**config.mk**
```make
export PLATFORM = sky130hd
export DESIGN_NAME = jtag_src_switch
export DESIGN_NICKNAME = d
export VERILOG_FILES = /design/src/rtl/jsw_pkg.sv /design/src/rtl/jsw_sync.sv /design/src/rtl/jsw_idle.sv /design/src/rtl/jsw_regs.sv /design/src/rtl/jsw_fsm.sv /design/src/rtl/jtag_src_switch.sv
export SDC_FILE = /design/constraint.sdc
export NUM_CORES = 1
export LEC_CHECK = 0
export BUFFER_PORTS_ARGS = -buffer_cell sky130_fd_sc_hd__clkbuf_2
export CAP_MARGIN = 40
export CORE_UTILIZATION = 51
export DETAILED_ROUTE_END_ITERATION = 8
export HOLD_SLACK_MARGIN = 0.12
export PLACE_DENSITY = 0.81
export SETUP_SLACK_MARGIN = 0.3
export SLEW_MARGIN = 25
export SYNTH_ARGS = -nofsm -noshare
export SYNTH_HDL_FRONTEND = slang
export SYNTH_SLANG_ARGS = --single-unit
```
**constraint.sdc**
```tcl
create_clock -name clk -period 2.8 [get_ports clk]
set_clock_uncertainty 0.15 [all_clocks]
set_input_delay 0.56 -clock clk [delete_from_list [all_inputs] [get_ports clk]]
set_output_delay 0.56 -clock clk [all_outputs]
set_load 0.1 [all_outputs]
```
**src/rtl/jsw_pkg.sv**
```systemverilog
package jsw_pkg;

    typedef enum logic [1:0] {
        ST_EXT  = 2'd0,
        ST_WAIT = 2'd1,
        ST_RST  = 2'd2,
        ST_INT  = 2'd3
    } jsw_state_e;

    localparam int CTRL_W     = 2;
    localparam int STAT_W     = 3;
    localparam int CTRL_SEL   = 0;
    localparam int CTRL_CHAIN = 1;
    localparam int STAT_ACT   = 0;
    localparam int STAT_PEND  = 1;
    localparam int STAT_RST   = 2;

    localparam logic ADDR_CTRL = 1'b0;
    localparam logic ADDR_STAT = 1'b1;

endpackage

```
**src/rtl/jsw_sync.sv**
```systemverilog
module jsw_sync #(
    parameter int WIDTH   = 2,
    parameter int STAGES  = 2,
    parameter logic RST_VAL = 1'b1
) (
    input  logic             clk,
    input  logic             rst_n,
    input  logic [WIDTH-1:0] d_i,
    output logic [WIDTH-1:0] q_o
);

    logic [WIDTH-1:0] stg_q [STAGES];

    always_ff @(posedge clk or negedge rst_n) begin
        if (!rst_n) begin
            for (int s = 0; s < STAGES; s++) begin
                stg_q[s] <= {WIDTH{RST_VAL}};
            end
        end else begin
            stg_q[0] <= d_i;
            for (int s = 1; s < STAGES; s++) begin
                stg_q[s] <= stg_q[s-1];
            end
        end
    end

    assign q_o = stg_q[STAGES-1];

endmodule

```
**src/rtl/jsw_idle.sv**
```systemverilog
module jsw_idle #(
    parameter int SYNC_STAGES = 2,
    parameter int IDLE_CYCLES = 2
) (
    input  logic clk,
    input  logic rst_n,
    input  logic ext_tck_i,
    input  logic int_tck_i,
    output logic idle_o
);

    localparam int CNT_W = $clog2(IDLE_CYCLES + 1);
    localparam logic [CNT_W-1:0] CNT_MAX = CNT_W'(IDLE_CYCLES);

    logic [1:0]       tck_s;
    logic [CNT_W-1:0] low_cnt_q;
    logic             both_low;

    jsw_sync #(
        .WIDTH   (2),
        .STAGES  (SYNC_STAGES),
        .RST_VAL (1'b1)
    ) i_sync (
        .clk   (clk),
        .rst_n (rst_n),
        .d_i   ({int_tck_i, ext_tck_i}),
        .q_o   (tck_s)
    );

    assign both_low = (tck_s == 2'b00);

    always_ff @(posedge clk or negedge rst_n) begin
        if (!rst_n) begin
            low_cnt_q <= '0;
        end else if (!both_low) begin
            low_cnt_q <= '0;
        end else if (low_cnt_q != CNT_MAX) begin
            low_cnt_q <= low_cnt_q + 1'b1;
        end
    end

    assign idle_o = (low_cnt_q == CNT_MAX);

    AST_IDLE_NEEDS_LOW: assert property (@(posedge clk) disable iff (!rst_n)
        idle_o |-> $past(both_low)) else $error("idle without low sample");

endmodule

```
**src/rtl/jsw_regs.sv**
```systemverilog
module jsw_regs
    import jsw_pkg::*;
(
    input  logic              clk,
    input  logic              rst_n,
    input  logic              wr_i,
    input  logic              addr_i,
    input  logic [CTRL_W-1:0] wdata_i,
    input  logic              active_i,
    input  logic              pending_i,
    input  logic              rst_busy_i,
    output logic [STAT_W-1:0] rdata_o,
    output logic              req_int_o
);

    logic [CTRL_W-1:0] ctrl_q;
    logic [STAT_W-1:0] stat;

    always_ff @(posedge clk or negedge rst_n) begin
        if (!rst_n) begin
            ctrl_q <= '0;
        end else if (wr_i && addr_i == ADDR_CTRL) begin
            ctrl_q <= wdata_i;
        end
    end

    always_comb begin
        stat            = '0;
        stat[STAT_ACT]  = active_i;
        stat[STAT_PEND] = pending_i;
        stat[STAT_RST]  = rst_busy_i;
    end

    assign rdata_o   = (addr_i == ADDR_STAT) ? stat : STAT_W'(ctrl_q);
    assign req_int_o = ctrl_q[CTRL_SEL] & ctrl_q[CTRL_CHAIN];

    AST_STAT_WRITE_IGNORED: assert property (@(posedge clk) disable iff (!rst_n)
        (wr_i && addr_i == ADDR_STAT) |=> $stable(ctrl_q)) else $error("status write");

endmodule

```
**src/rtl/jsw_fsm.sv**
```systemverilog
module jsw_fsm
    import jsw_pkg::*;
#(
    parameter int PULSE_CYCLES = 4
) (
    input  logic       clk,
    input  logic       rst_n,
    input  logic       req_int_i,
    input  logic       idle_i,
    output jsw_state_e state_o,
    output logic       active_o
);

    localparam int PC_W = (PULSE_CYCLES > 1) ? $clog2(PULSE_CYCLES) : 1;
    localparam logic [PC_W-1:0] PC_LAST = PC_W'(PULSE_CYCLES - 1);

    jsw_state_e state_q, state_d;
    logic       active_q, active_d;
    logic [PC_W-1:0] pcnt_q, pcnt_d;

    always_ff @(posedge clk or negedge rst_n) begin
        if (!rst_n) begin
            state_q  <= ST_EXT;
            active_q <= 1'b0;
            pcnt_q   <= '0;
        end else begin
            state_q  <= state_d;
            active_q <= active_d;
            pcnt_q   <= pcnt_d;
        end
    end

    always_comb begin
        state_d  = state_q;
        active_d = active_q;
        pcnt_d   = '0;
        unique case (state_q)
            ST_EXT: begin
                if (req_int_i) state_d = ST_WAIT;
            end
            ST_INT: begin
                if (!req_int_i) state_d = ST_WAIT;
            end
            ST_WAIT: begin
                if (req_int_i == active_q) begin
                    state_d = active_q ? ST_INT : ST_EXT;
                end else if (idle_i) begin
                    active_d = req_int_i;
                    state_d  = req_int_i ? ST_RST : ST_EXT;
                end
            end
            ST_RST: begin
                if (pcnt_q == PC_LAST) begin
                    state_d = ST_INT;
                end else begin
                    pcnt_d = pcnt_q + 1'b1;
                end
            end
            default: state_d = ST_EXT;
        endcase
    end

    assign state_o  = state_q;
    assign active_o = active_q;

    AST_SWITCH_ONLY_IDLE: assert property (@(posedge clk) disable iff (!rst_n)
        !$stable(active_q) |-> $past(idle_i)) else $error("switch while busy");
    AST_CONNECT_NEEDS_REQ: assert property (@(posedge clk) disable iff (!rst_n)
        $rose(active_q) |-> $past(req_int_i)) else $error("connect without request");
    AST_PULSE_STARTS_CLEAN: assert property (@(posedge clk) disable iff (!rst_n)
        (state_q == ST_RST && $past(state_q) != ST_RST) |-> pcnt_q == '0) else $error("pulse count");

endmodule

```
**src/rtl/jtag_src_switch.sv**
```systemverilog
module jtag_src_switch
    import jsw_pkg::*;
#(
    parameter int SYNC_STAGES  = 2,
    parameter int IDLE_CYCLES  = 2,
    parameter int PULSE_CYCLES = 4
) (
    input  logic              clk,
    input  logic              rst_n,
    input  logic              reg_wr,
    input  logic              reg_addr,
    input  logic [CTRL_W-1:0] reg_wdata,
    output logic [STAT_W-1:0] reg_rdata,
    input  logic              ext_tck,
    input  logic              ext_tms,
    input  logic              ext_tdi,
    input  logic              ext_trst_n,
    output logic              ext_tdo,
    input  logic              int_tck,
    input  logic              int_tms,
    input  logic              int_tdi,
    input  logic              int_trst_n,
    output logic              int_tdo,
    output logic              tap_tck,
    output logic              tap_tms,
    output logic              tap_tdi,
    output logic              tap_trst_n,
    input  logic              tap_tdo
);

    jsw_state_e state;
    logic       active_int;
    logic       req_int;
    logic       idle;
    logic       pending;
    logic       rst_busy;

    jsw_idle #(
        .SYNC_STAGES (SYNC_STAGES),
        .IDLE_CYCLES (IDLE_CYCLES)
    ) i_idle (
        .clk       (clk),
        .rst_n     (rst_n),
        .ext_tck_i (ext_tck),
        .int_tck_i (int_tck),
        .idle_o    (idle)
    );

    jsw_regs i_regs (
        .clk        (clk),
        .rst_n      (rst_n),
        .wr_i       (reg_wr),
        .addr_i     (reg_addr),
        .wdata_i    (reg_wdata),
        .active_i   (active_int),
        .pending_i  (pending),
        .rst_busy_i (rst_busy),
        .rdata_o    (reg_rdata),
        .req_int_o  (req_int)
    );

    jsw_fsm #(
        .PULSE_CYCLES (PULSE_CYCLES)
    ) i_fsm (
        .clk       (clk),
        .rst_n     (rst_n),
        .req_int_i (req_int),
        .idle_i    (idle),
        .state_o   (state),
        .active_o  (active_int)
    );

    assign pending  = (state == ST_WAIT);
    assign rst_busy = (state == ST_RST);

    always_comb begin
        tap_tck    = active_int ? int_tck    : ext_tck;
        tap_tms    = active_int ? int_tms    : ext_tms;
        tap_tdi    = active_int ? int_tdi    : ext_tdi;
        tap_trst_n = active_int ? int_trst_n : ext_trst_n;
        if (pending) begin
            tap_tck = 1'b0;
            tap_tms = 1'b1;
        end
        if (rst_busy) begin
            tap_tck    = 1'b0;
            tap_trst_n = 1'b0;
        end
        ext_tdo = active_int ? 1'b1    : tap_tdo;
        int_tdo = active_int ? tap_tdo : 1'b1;
    end

    AST_CONNECT_RESETS_TAP: assert property (@(posedge clk) disable iff (!rst_n)
        $rose(active_int) |-> !tap_trst_n) else $error("no reset on connect");

endmodule

```
==> results of run 1 <==
-- placed cells by master (no fill, tap or decap) --
cell type and n:
sky130_fd_sc_hd__nor2_1 3, sky130_fd_sc_hd__xor2_1 2, sky130_fd_sc_hd__nand2_2 1, sky130_fd_sc_hd__mux2i_1 6, sky130_fd_sc_hd__dlygate4sd3_1 1, sky130_fd_sc_hd__clkbuf_4 4
sky130_fd_sc_hd__clkbuf_1 1, sky130_fd_sc_hd__nor3_1 2, sky130_fd_sc_hd__inv_1 4, sky130_fd_sc_hd__dfrtp_1 9, sky130_fd_sc_hd__ha_1 6, sky130_fd_sc_hd__o21ai_0 1
sky130_fd_sc_hd__a21oi_1 2, sky130_fd_sc_hd__mux2_2 1, sky130_fd_sc_hd__nand2b_1 3, sky130_fd_sc_hd__nor2_2 1, sky130_fd_sc_hd__buf_2 1, sky130_fd_sc_hd__dfstp_2 4
sky130_fd_sc_hd__clkbuf_2 21, sky130_fd_sc_hd__nand2_1 3, sky130_fd_sc_hd__nor3_2 1, sky130_fd_sc_hd__or2_1 1, sky130_fd_sc_hd__mux2_1 4, sky130_fd_sc_hd__nor2b_1 1
sky130_fd_sc_hd__o311ai_2 1, sky130_fd_sc_hd__o21ai_1 1, sky130_fd_sc_hd__and2_1 2
-- worst max-delay path by stage --
stage,from,endpoint,slack [ns]
after global routing,i_fsm.state_o[0],tap_tck,0.33
after detailed placement,i_fsm.state_o[0],reg_rdata[2],0.65
after CTS,i_fsm.state_o[0],reg_rdata[2],0.34
final,i_fsm.state_o[1],tap_tms,0.40
after global placement,reg_addr,reg_rdata[0],0.72
after floorplan,i_fsm.state_o[0],tap_tck,0.17
-- flip-flops by register name, summed over array words and instances, names as in the netlist --
signal	count
i_fsm.state_o	2
i_idle.low_cnt_q	2
i_regs.ctrl_q	2
i_fsm.pcnt_q	2
i_idle.i_sync.q_o	2
i_fsm.active_o	1
i_idle.i_sync.stg_q	2
-- logic make-up after synthesis --
kind of cell | Yosys count | share of synthesized area
flip-flops | 13 | 0.477
AO/OA/AOI/OAI | 5 | 0.0523
adder cells (fa/ha/maj) | 6 | 0.108
XOR/XNOR | 2 | 0.0253
multiplexers | 11 | 0.168
buffers and inverters | 5 | 0.0379
AND/OR/NAND/NOR | 18 | 0.132
-- metal layers --
metal  up-vias  routed length (µm)  share of wire  global-route usage
met3         3                  57          0.044              0.0867
met2        13                 748           0.58               0.425
met1       257                 484           0.37               0.204
met5         -                   0              0                   0
li1        258                   -              -                   -
met4         0                   6         0.0046              0.0259
-- where the power goes --
group | switching (mW) | internal [mW]
logic | 0.439 | 0.138
registers | 0.0369 | 0.219
clock network | 0.0566 | 0.0552
total | 0.532 | 0.413
-- area by class of cell --
class                   count  area share
inverters                   4      0.0174
repair buffers             24       0.148
multi-input cells          42       0.400
clock buffers               4      0.0305
well taps                  14      0.0203
flip-flops and latches     13       0.384
-- per-stage QoR --
stage          std cells  power, mW  cell area [µm²]  setup slack, ns   util
4_1_cts              101      0.952              858            0.343  0.724
3_3_place_gp          96      0.822              822            0.717  0.693
6_report             101      0.945              861            0.399  0.726
5_1_grt              101      0.992              861            0.329  0.726
3_5_place_dp          96      0.837              822            0.651  0.693
2_1_floorplan         60      0.755              701            0.171      -
-- worst max-delay path: cells and delay by family, from the launching register on --
family        cells  cell delay [ns]
buf+inv           3             0.68
flops             1             0.40
fa+ha+maj         1             0.27
simple gates      1             0.07
-- what timing repair did --
action | 4_1_cts | 5_1_grt
endpoints found under the hold margin | 9 | 0
setup endpoints to repair | 0 | 2
resized for setup | 0 | 3
hold buffers | 1 | 0
==> flow_metrics.py, run 1 <==
metrics = {
    "status": {
        "result_of_the_run": "finished clean",
    },
    "critical_path": {
        "reg2reg_slack_ns": 1.00,
        "timing.critical_path.slowest_stage_cell": "sky130_fd_sc_hd__clkbuf_2",
        "cp.arrival_ns": 1.69,
        "rr_endpoint": "i_fsm.state_o[1]",
        "cpMostUsedCell": "sky130_fd_sc_hd__inv_1",
        "cp_slowest_stage_delay_ns": 0.45,
        "crit_path_kind": "flip-flop to primary output",
        "critical_path.cell_chain": "inv_1 -> ha_1 -> inv_1 -> nand2_1 -> clkbuf_2",
        "setup.worst_path.start_class": "flip-flop",
        "r2r.worst_path.cells": 5,
        "worst_ep_required_time_ns": 2.09,
        "rr_startpoint": "i_fsm.state_o[1]",
        "endpoint_kind": "primary output",
        "crit_path_max_fanout": 4,
    },
    "min_path": {
        "timing.hold.worst.start": "i_idle.i_sync.stg_q[2]",
        "min_delay_path_depth": 0,
        "holdPathEnd": "i_idle.i_sync.q_o[0]",
        "hold_wc_path_type": "flip-flop to flip-flop",
    },
    "floorplanning": {
        "die_width_um": 38.9,
        "fp.dieArea_um2": 1510,
        "placement_rows": 12,
        "floorplan.io_pins": 24,
        "core_region_area_um2": 1190,
        "dieHeight_um": 38.9,
        "initial_core_util": 0.584,
    },
    "grt": {
        "grt_pass1_wl_mm": 2.08,
        "grt_util_all_layers": 0.214,
        "grt_antenna_before_repair": 0,
        "grt_pass1_vias": 512,
        "overflow_after_grt": 0,
        "grt_max_degree": 14,
    },
    "sta": {
        "max_slew_margin": 0.641,
        "max_slew.worst_pin.slew_ns": 0.541,
        "rsz_0062_raised_after_global_routing": "false",
        "min_period_over_period": 0.858,
        "report.final.setup_viol": 0,
        "achievable-frequency_ghz": 0.416,
        "timing.final.max_slew_violations": 0,
        "final_hold_viol_count": 0,
        "finalWorstPathRequiredPeriod_ns": 2.40,
        "holdWs_ns": 0.211,
        "post_route_setup_tns_ns": 0,
    },
    "synthesis": {
        "synthDominantCellAreaShare": 0.325,
        "yosysMostFrequentCell": "sky130_fd_sc_hd__dfrtp_1",
        "synth_top_flop_cell": "sky130_fd_sc_hd__dfrtp_1",
        "synth-async-reset-ratio": 1.00,
        "post_synth_num_cell_types": 21,
        "synth_nets": 81,
        "synth-edff-count": 0,
        "synthTopCellsByArea": "sky130_fd_sc_hd__dfrtp_1 32%, sky130_fd_sc_hd__dfstp_2 15%, sky130_fd_sc_hd__ha_1 11%",
        "yosysWarningCount": 0,
        "netlist_area_um2": 693,
        "synth_area_leader_cell": "sky130_fd_sc_hd__dfrtp_1",
        "postSynthRegisterBits": 13,
        "synthesis.instances": 60,
        "fraction_of_the_yosys_area_taken_by_sequential_cells": 0.477,
        "mean_cell_area_of_the_mapped_netlist_um2": 11.6,
        "synthTopCellsByCount": "9 x sky130_fd_sc_hd__dfrtp_1, 6 x sky130_fd_sc_hd__ha_1, 6 x sky130_fd_sc_hd__mux2i_1",
    },
    "detailed_routing": {
        "routed-via-count": 531,
        "viasPerCell": 5.26,
        "route.detailed.wl_per_inst_um": 12.8,
        "postRouteWirelength_mm": 1.30,
        "drcViolationCount": 0,
        "final_antenna_net_count": 0,
        "drtIter0Drc": 7,
        "drt-pass1-iter-count": 3,
    },
    "clock_tree": {
        "clk-insertion-delay-late_ns": 0.27,
        "cts.repair_timing.setup_buffer_count": 0,
        "clkTransAtPathRegs_ns": 0.07,
        "numClockSinks": 13,
        "htree_levels": 1,
        "tritoncts_clock_tree": "built",
        "clock_tree.buffer_depth": 2,
        "clk_root_buffer_cell": "sky130_fd_sc_hd__clkbuf_4",
        "inserted_clock_buffers": 3,
    },
    "layout": {
        "fin_nets": 109,
        "insertedDiodeCount": 0,
        "combined_area_of_the_multi_input_logic_cells_um2": 344,
        "seqCellArea_um2": 330,
        "final.fill_count": 89,
        "syn2layout_area_growth_pct": 24.2,
        "drive_gt1_frac": 0.402,
    },
    "placed_design": {
        "place.port_buffers": 23,
        "globalplace.congestion": 0.776,
        "hpwl_after_detailed_placement_mm": 1.03,
    },
    "power": {
        "power_density_nw_per_um2": 1100,
        "power.static_leakage_nw": 0.446,
        "vdd_ir_drop_max_uv": 624,
    },
    "run": {
        "cap_viol_max_count": 0,
    },
}
(Power assumes the default switching activity.)
==> run 2, diff against run 1 <==
Settings changed: CELL_PAD_IN_SITES_DETAIL_PLACEMENT set to 1, CELL_PAD_IN_SITES_GLOBAL_PLACEMENT set to 1, CORE_UTILIZATION 51 to 39, PLACE_DENSITY 0.81 to not set, PLACE_DENSITY_LB_ADDON set to 0.1.
==> flow_metrics.py, run 2 (synthesis results as in run 1) <==
metrics = {
    "critical_path": {
        "crit_path_max_fanout": 4,
        "setup.worst_path.start_class": "flip-flop",
        "r2r.worst_path.cells": 5,
        "reg2reg_slack_ns": 1.07,
        "rr_startpoint": "i_fsm.state_o[1]",
        "critPathLaunch": "i_fsm.state_o[1]",
        "endpoint_kind": "primary output",
        "cp.arrival_ns": 1.70,
        "timing.critical_path.slowest_stage_cell": "sky130_fd_sc_hd__dfrtp_1",
        "cp_slowest_stage_delay_ns": 0.38,
        "worst_ep_required_time_ns": 2.09,
        "critical_path.cell_chain": "inv_1 -> ha_1 -> mux2_1 -> clkbuf_2",
        "crit_path_kind": "flip-flop to primary output",
    },
    "layout": {
        "instances_no_fill": 103,
        "drive_gt1_frac": 0.402,
        "leading_cell_type_in_the_layout_fill_and_taps_excluded": "sky130_fd_sc_hd__clkbuf_2",
        "final.fill_count": 180,
        "final_design_area_no_fill_um2": 863,
        "syn2layout_area_growth_pct": 24.5,
        "final_cell_mix": "21 x sky130_fd_sc_hd__clkbuf_2, 9 x sky130_fd_sc_hd__dfrtp_1, 6 x sky130_fd_sc_hd__mux2i_1, 6 x sky130_fd_sc_hd__ha_1",
        "insertedDiodeCount": 0,
        "fin_nets": 109,
    },
    "clock_tree": {
        "htree_levels": 1,
        "clk-insertion-delay-late_ns": 0.28,
        "tritoncts_clock_tree": "built",
        "clock_tree.buffer_depth": 2,
        "clk_root_buffer_cell": "sky130_fd_sc_hd__clkbuf_4",
        "numClockSinks": 13,
        "clkTransAtPathRegs_ns": 0.08,
        "cts.repair_timing.setup_buffer_count": 0,
        "inserted_clock_buffers": 3,
    },
    "grt": {
        "grt_antenna_before_repair": 0,
        "grt_util_all_layers": 0.176,
        "grt_pass1_vias": 548,
        "grt_max_degree": 14,
        "grt_pass1_wl_mm": 2.39,
        "overflow_after_grt": 0,
    },
    "detailed_routing": {
        "drtIter0Drc": 2,
        "postRouteWirelength_mm": 1.41,
        "drt-pass1-iter-count": 6,
        "route.detailed.wl_per_inst_um": 13.7,
        "routed-via-count": 527,
        "final_antenna_net_count": 0,
        "viasPerCell": 5.12,
        "drcViolationCount": 1,
    },
    "power": {
        "power_density_nw_per_um2": 1100,
        "vdd_ir_drop_max_uv": 706,
        "power.static_leakage_nw": 0.446,
    },
    "floorplanning": {
        "die_width_um": 44.2,
        "floorplan.io_pins": 24,
        "core_region_area_um2": 1580,
        "placement_rows": 14,
        "fp.dieArea_um2": 1950,
        "dieHeight_um": 44.2,
        "initial_core_util": 0.440,
    },
    "placed_design": {
        "dpl.cell_count": 98,
        "globalplace.congestion": 0.728,
        "preCtsSetupSlack_ns": 0.655,
        "dpl_cell_area_um2": 825,
        "place.port_buffers": 23,
        "hpwl_after_detailed_placement_mm": 1.15,
    },
    "min_path": {
        "min_delay_path_depth": 0,
        "timing.hold.worst.start": "i_idle.i_sync.stg_q[2]",
        "hold_wc_path_type": "flip-flop to flip-flop",
    },
    "sta": {
        "timing.final.max_slew_violations": 0,
        "report.final.setup_viol": 0,
        "finalWorstPathRequiredPeriod_ns": 2.41,
        "min_period_over_period": 0.859,
        "worst_slack_ns": 0.394,
        "max_slew.worst_pin.slew_ns": 0.542,
        "final_hold_viol_count": 0,
        "rsz_0062_raised_after_global_routing": "false",
        "max_slew_margin": 0.640,
        "achievable-frequency_ghz": 0.416,
        "post_route_setup_tns_ns": 0,
    },
    "status": {
        "result_of_the_run": "finished, violations left",
        "failed_checks": "design-rule violations",
    },
    "run": {
        "cap_viol_max_count": 0,
    },
}
==> run 2: cell counts in the layout (fill, tap and decap cells not counted) <==
No cell type changed its count.
==> run 2: worst paths after layout <==
path	to
max in group asynchronous	i_idle.i_sync.q_o[1]
min reg2reg	i_idle.i_sync.q_o[0]
min in group asynchronous	i_fsm.pcnt_q[1]
max reg2reg	i_fsm.state_o[1]
min	i_idle.i_sync.q_o[0]
max	reg_rdata[1]
==> run 2: metal layers <==
metal	routed length, µm	track usage	up-vias
met5	0	0	-
met4	24	0.0909	0
met1	559	0.174	252
met2	757	0.329	15
met3	69	0.0490	4
li1	-	-	256
==> run 2: critical path, delay by kind of cell, from the launching register on <==
kind / cells / cell delay (ns)
fa+ha+maj: 1 / 0.25
flops: 1 / 0.38
buf+inv: 2 / 0.46
mux: 1 / 0.32
==> run 2: final cells by class <==
| type | instances | area, µm² | share of cell area |
|---|---|---|---|
| Clock buffer | 4 | 26.3 | 0.0304 |
| Inverter | 4 | 15.0 | 0.0174 |
| Multi-Input combinational cell | 42 | 344 | 0.399 |
| Sequential cell | 13 | 330 | 0.383 |
| Tap cell | 16 | 20.0 | 0.0232 |
| Timing Repair Buffer | 24 | 128 | 0.148 |
==> run 2: where the power goes <==
group	leakage [nW]	switching (mW)	internal, mW
registers	0.159	0.0395	0.219
clock network	0.0150	0.0637	0.0554
logic	0.272	0.437	0.138
==> run 2: metrics by stage <==
stage | utilization | hold WS (ns) | power (mW)
2_1_floorplan | - | 0.114 | 0.755
3_3_place_gp | 0.523 | 0.195 | 0.828
3_5_place_dp | 0.523 | 0.200 | 0.847
4_1_cts | 0.546 | 0.208 | 0.970
5_1_grt | 0.548 | 0.211 | 1.01
6_report | 0.548 | 0.205 | 0.953
==> run 2: repair_timing <==
| action | CTS | global route |
|---|---|---|
| setup endpoints to repair | 0 | 2 |
| hold buffers | 1 | 0 |
| hold endpoints to repair | 9 | 0 |
| resized for setup | 0 | 3 |
==> run 3, diff against run 2 <==
Settings changed: CORE_UTILIZATION 39 to 36.
Clock period 2.8 ns to 2.34 ns, I/O delays scaled along.
==> flow_metrics.py, run 3 (synthesis results as in run 1) <==
metrics = {
    "status": {
        "result_of_the_run": "finished clean",
    },
    "layout": {
        "seqCellArea_um2": 333,
        "syn2layout_area_growth_pct": 48.0,
        "final_cell_mix": "15 x sky130_fd_sc_hd__clkbuf_2, 7 x sky130_fd_sc_hd__dfrtp_1, 6 x sky130_fd_sc_hd__mux2i_1",
        "leading_cell_type_in_the_layout_fill_and_taps_excluded": "sky130_fd_sc_hd__clkbuf_2",
        "final.fill_count": 206,
        "combined_area_of_the_multi_input_logic_cells_um2": 378,
        "instances_no_fill": 117,
        "insertedDiodeCount": 0,
        "fin_nets": 114,
        "drive_gt1_frac": 0.489,
    },
    "placed_design": {
        "preCtsSetupSlack_ns": 0.335,
        "globalplace.congestion": 0.708,
        "dpl.cell_count": 108,
        "hpwl_after_detailed_placement_mm": 1.18,
        "place.port_buffers": 23,
    },
    "critical_path": {
        "worst_ep_required_time_ns": 1.72,
        "crit_path_max_fanout": 7,
        "cp.arrival_ns": 1.40,
        "critical_path.cell_chain": "buf_4 -> ha_4 -> nor3_4 -> buf_12",
        "endpoint_kind": "primary output",
        "worstPathBufferInverterCount": 2,
        "crit_path_kind": "flip-flop to primary output",
        "setup.worst_path.start_class": "flip-flop",
        "cp_slowest_stage_delay_ns": 0.38,
        "timing.critical_path.slowest_stage_cell": "sky130_fd_sc_hd__dfrtp_1",
        "path_delay_family": "flip-flops",
    },
    "sta": {
        "rsz_0062_raised_after_global_routing": "true",
        "finalWorstPathRequiredPeriod_ns": 2.02,
        "max_slew_margin": 0.641,
        "post_route_setup_tns_ns": 0,
        "max_slew.worst_pin.slew_ns": 0.541,
        "timing.final.max_slew_violations": 0,
        "final_hold_viol_count": 0,
        "report.final.setup_viol": 0,
        "achievable-frequency_ghz": 0.495,
        "worst_slack_ns": 0.320,
        "min_period_over_period": 0.863,
    },
    "clock_tree": {
        "numClockSinks": 13,
        "inserted_clock_buffers": 3,
        "clk_root_buffer_cell": "sky130_fd_sc_hd__clkbuf_4",
        "clkTransAtPathRegs_ns": 0.08,
        "tritoncts_clock_tree": "built",
        "clk-insertion-delay-late_ns": 0.28,
        "clock_tree.buffer_depth": 2,
        "htree_levels": 1,
    },
    "run": {
        "cap_viol_max_count": 0,
    },
    "detailed_routing": {
        "drt-pass1-iter-count": 2,
        "routed-via-count": 543,
        "route.detailed.wl_per_inst_um": 13.6,
        "drtIter0Drc": 1,
        "drcViolationCount": 0,
        "postRouteWirelength_mm": 1.60,
        "viasPerCell": 4.64,
        "final_antenna_net_count": 0,
    },
    "power": {
        "power_density_nw_per_um2": 1300,
        "power.static_leakage_nw": 0.491,
        "vdd_ir_drop_max_uv": 636,
    },
    "floorplanning": {
        "placement_rows": 15,
        "core_region_area_um2": 1760,
        "fp.dieArea_um2": 2100,
        "floorplan.io_pins": 24,
        "dieHeight_um": 45.9,
        "die_width_um": 45.9,
        "initial_core_util": 0.393,
    },
    "grt": {
        "grt_antenna_before_repair": 0,
        "grt_pass1_wl_mm": 2.46,
        "grt_max_degree": 14,
        "overflow_after_grt": 0,
        "grt_util_all_layers": 0.178,
        "grt_pass1_vias": 561,
    },
    "min_path": {
        "hold_wc_path_type": "flip-flop to flip-flop",
    },
}
run 3: cell count changes in the layout (fill, tap and decap cells not counted), sizes merged:
cell	delta
dlygate4sd3	+2
clkbuf	-5
buf	+8
run 3: final timing paths:
check                                       start                   end  slack [ns]  cells past startpoint
setup reg to reg                 i_fsm.state_o[1]      i_fsm.state_o[0]        0.67                      5
min in group asynchronous                   rst_n      i_fsm.state_o[1]        0.45                      2
setup / recovery                 i_fsm.state_o[1]               tap_tck        0.32                      4
hold / removal             i_idle.i_sync.stg_q[2]  i_idle.i_sync.q_o[0]        0.21                      0
max in group asynchronous                   rst_n  i_idle.i_sync.q_o[1]        1.29                      2
hold reg to reg            i_idle.i_sync.stg_q[2]  i_idle.i_sync.q_o[0]        0.21                      0
run 3: per-layer routing:
layer  vias up  global-route usage  wire, µm
li1        265                   -         -
met1       263               0.188       576
met2        11               0.304       916
met3         4              0.0595        61
met4         0               0.106        42
met5         -                   0         0
run 3: per-stage QoR:
| step | total power [mW] | area (µm²) | utilization | hold WS (ns) |
|---|---|---|---|---|
| 2_1_floorplan | 0.916 | 708 | - | 0.0224 |
| 3_3_place_gp | 1.06 | 886 | 0.502 | 0.195 |
| 3_5_place_dp | 1.08 | 886 | 0.502 | 0.197 |
| 4_1_cts | 1.29 | 976 | 0.553 | 0.123 |
| 5_1_grt | 1.40 | 1030 | 0.582 | 0.212 |
| 6_report | 1.33 | 1030 | 0.582 | 0.207 |
run 3: area by class of cell:
type,instances,share of cell area
inverters,4,0.0146
well taps,25,0.0305
flip-flops and latches,13,0.324
multi-input cells,42,0.368
repair buffers,29,0.237
clock buffers,4,0.0256
run 3: timing repair:
action / in CTS / in global routing
pin swaps: 1 / 1
endpoints found under the hold margin: 9 / 2
resized for setup: 12 / 9
setup buffers: 1 / 1
endpoints found under the setup margin: 8 / 6
hold buffers: 1 / 2
run 3: where the power goes:
group	leakage (nW)	internal [mW]	total (mW)	switching (mW)
Clock	0.0150	0.0663	0.140	0.0735
Sequential	0.156	0.266	0.305	0.0395
Combinational	0.319	0.305	0.884	0.579
Total	0.491	0.637	1.33	0.692
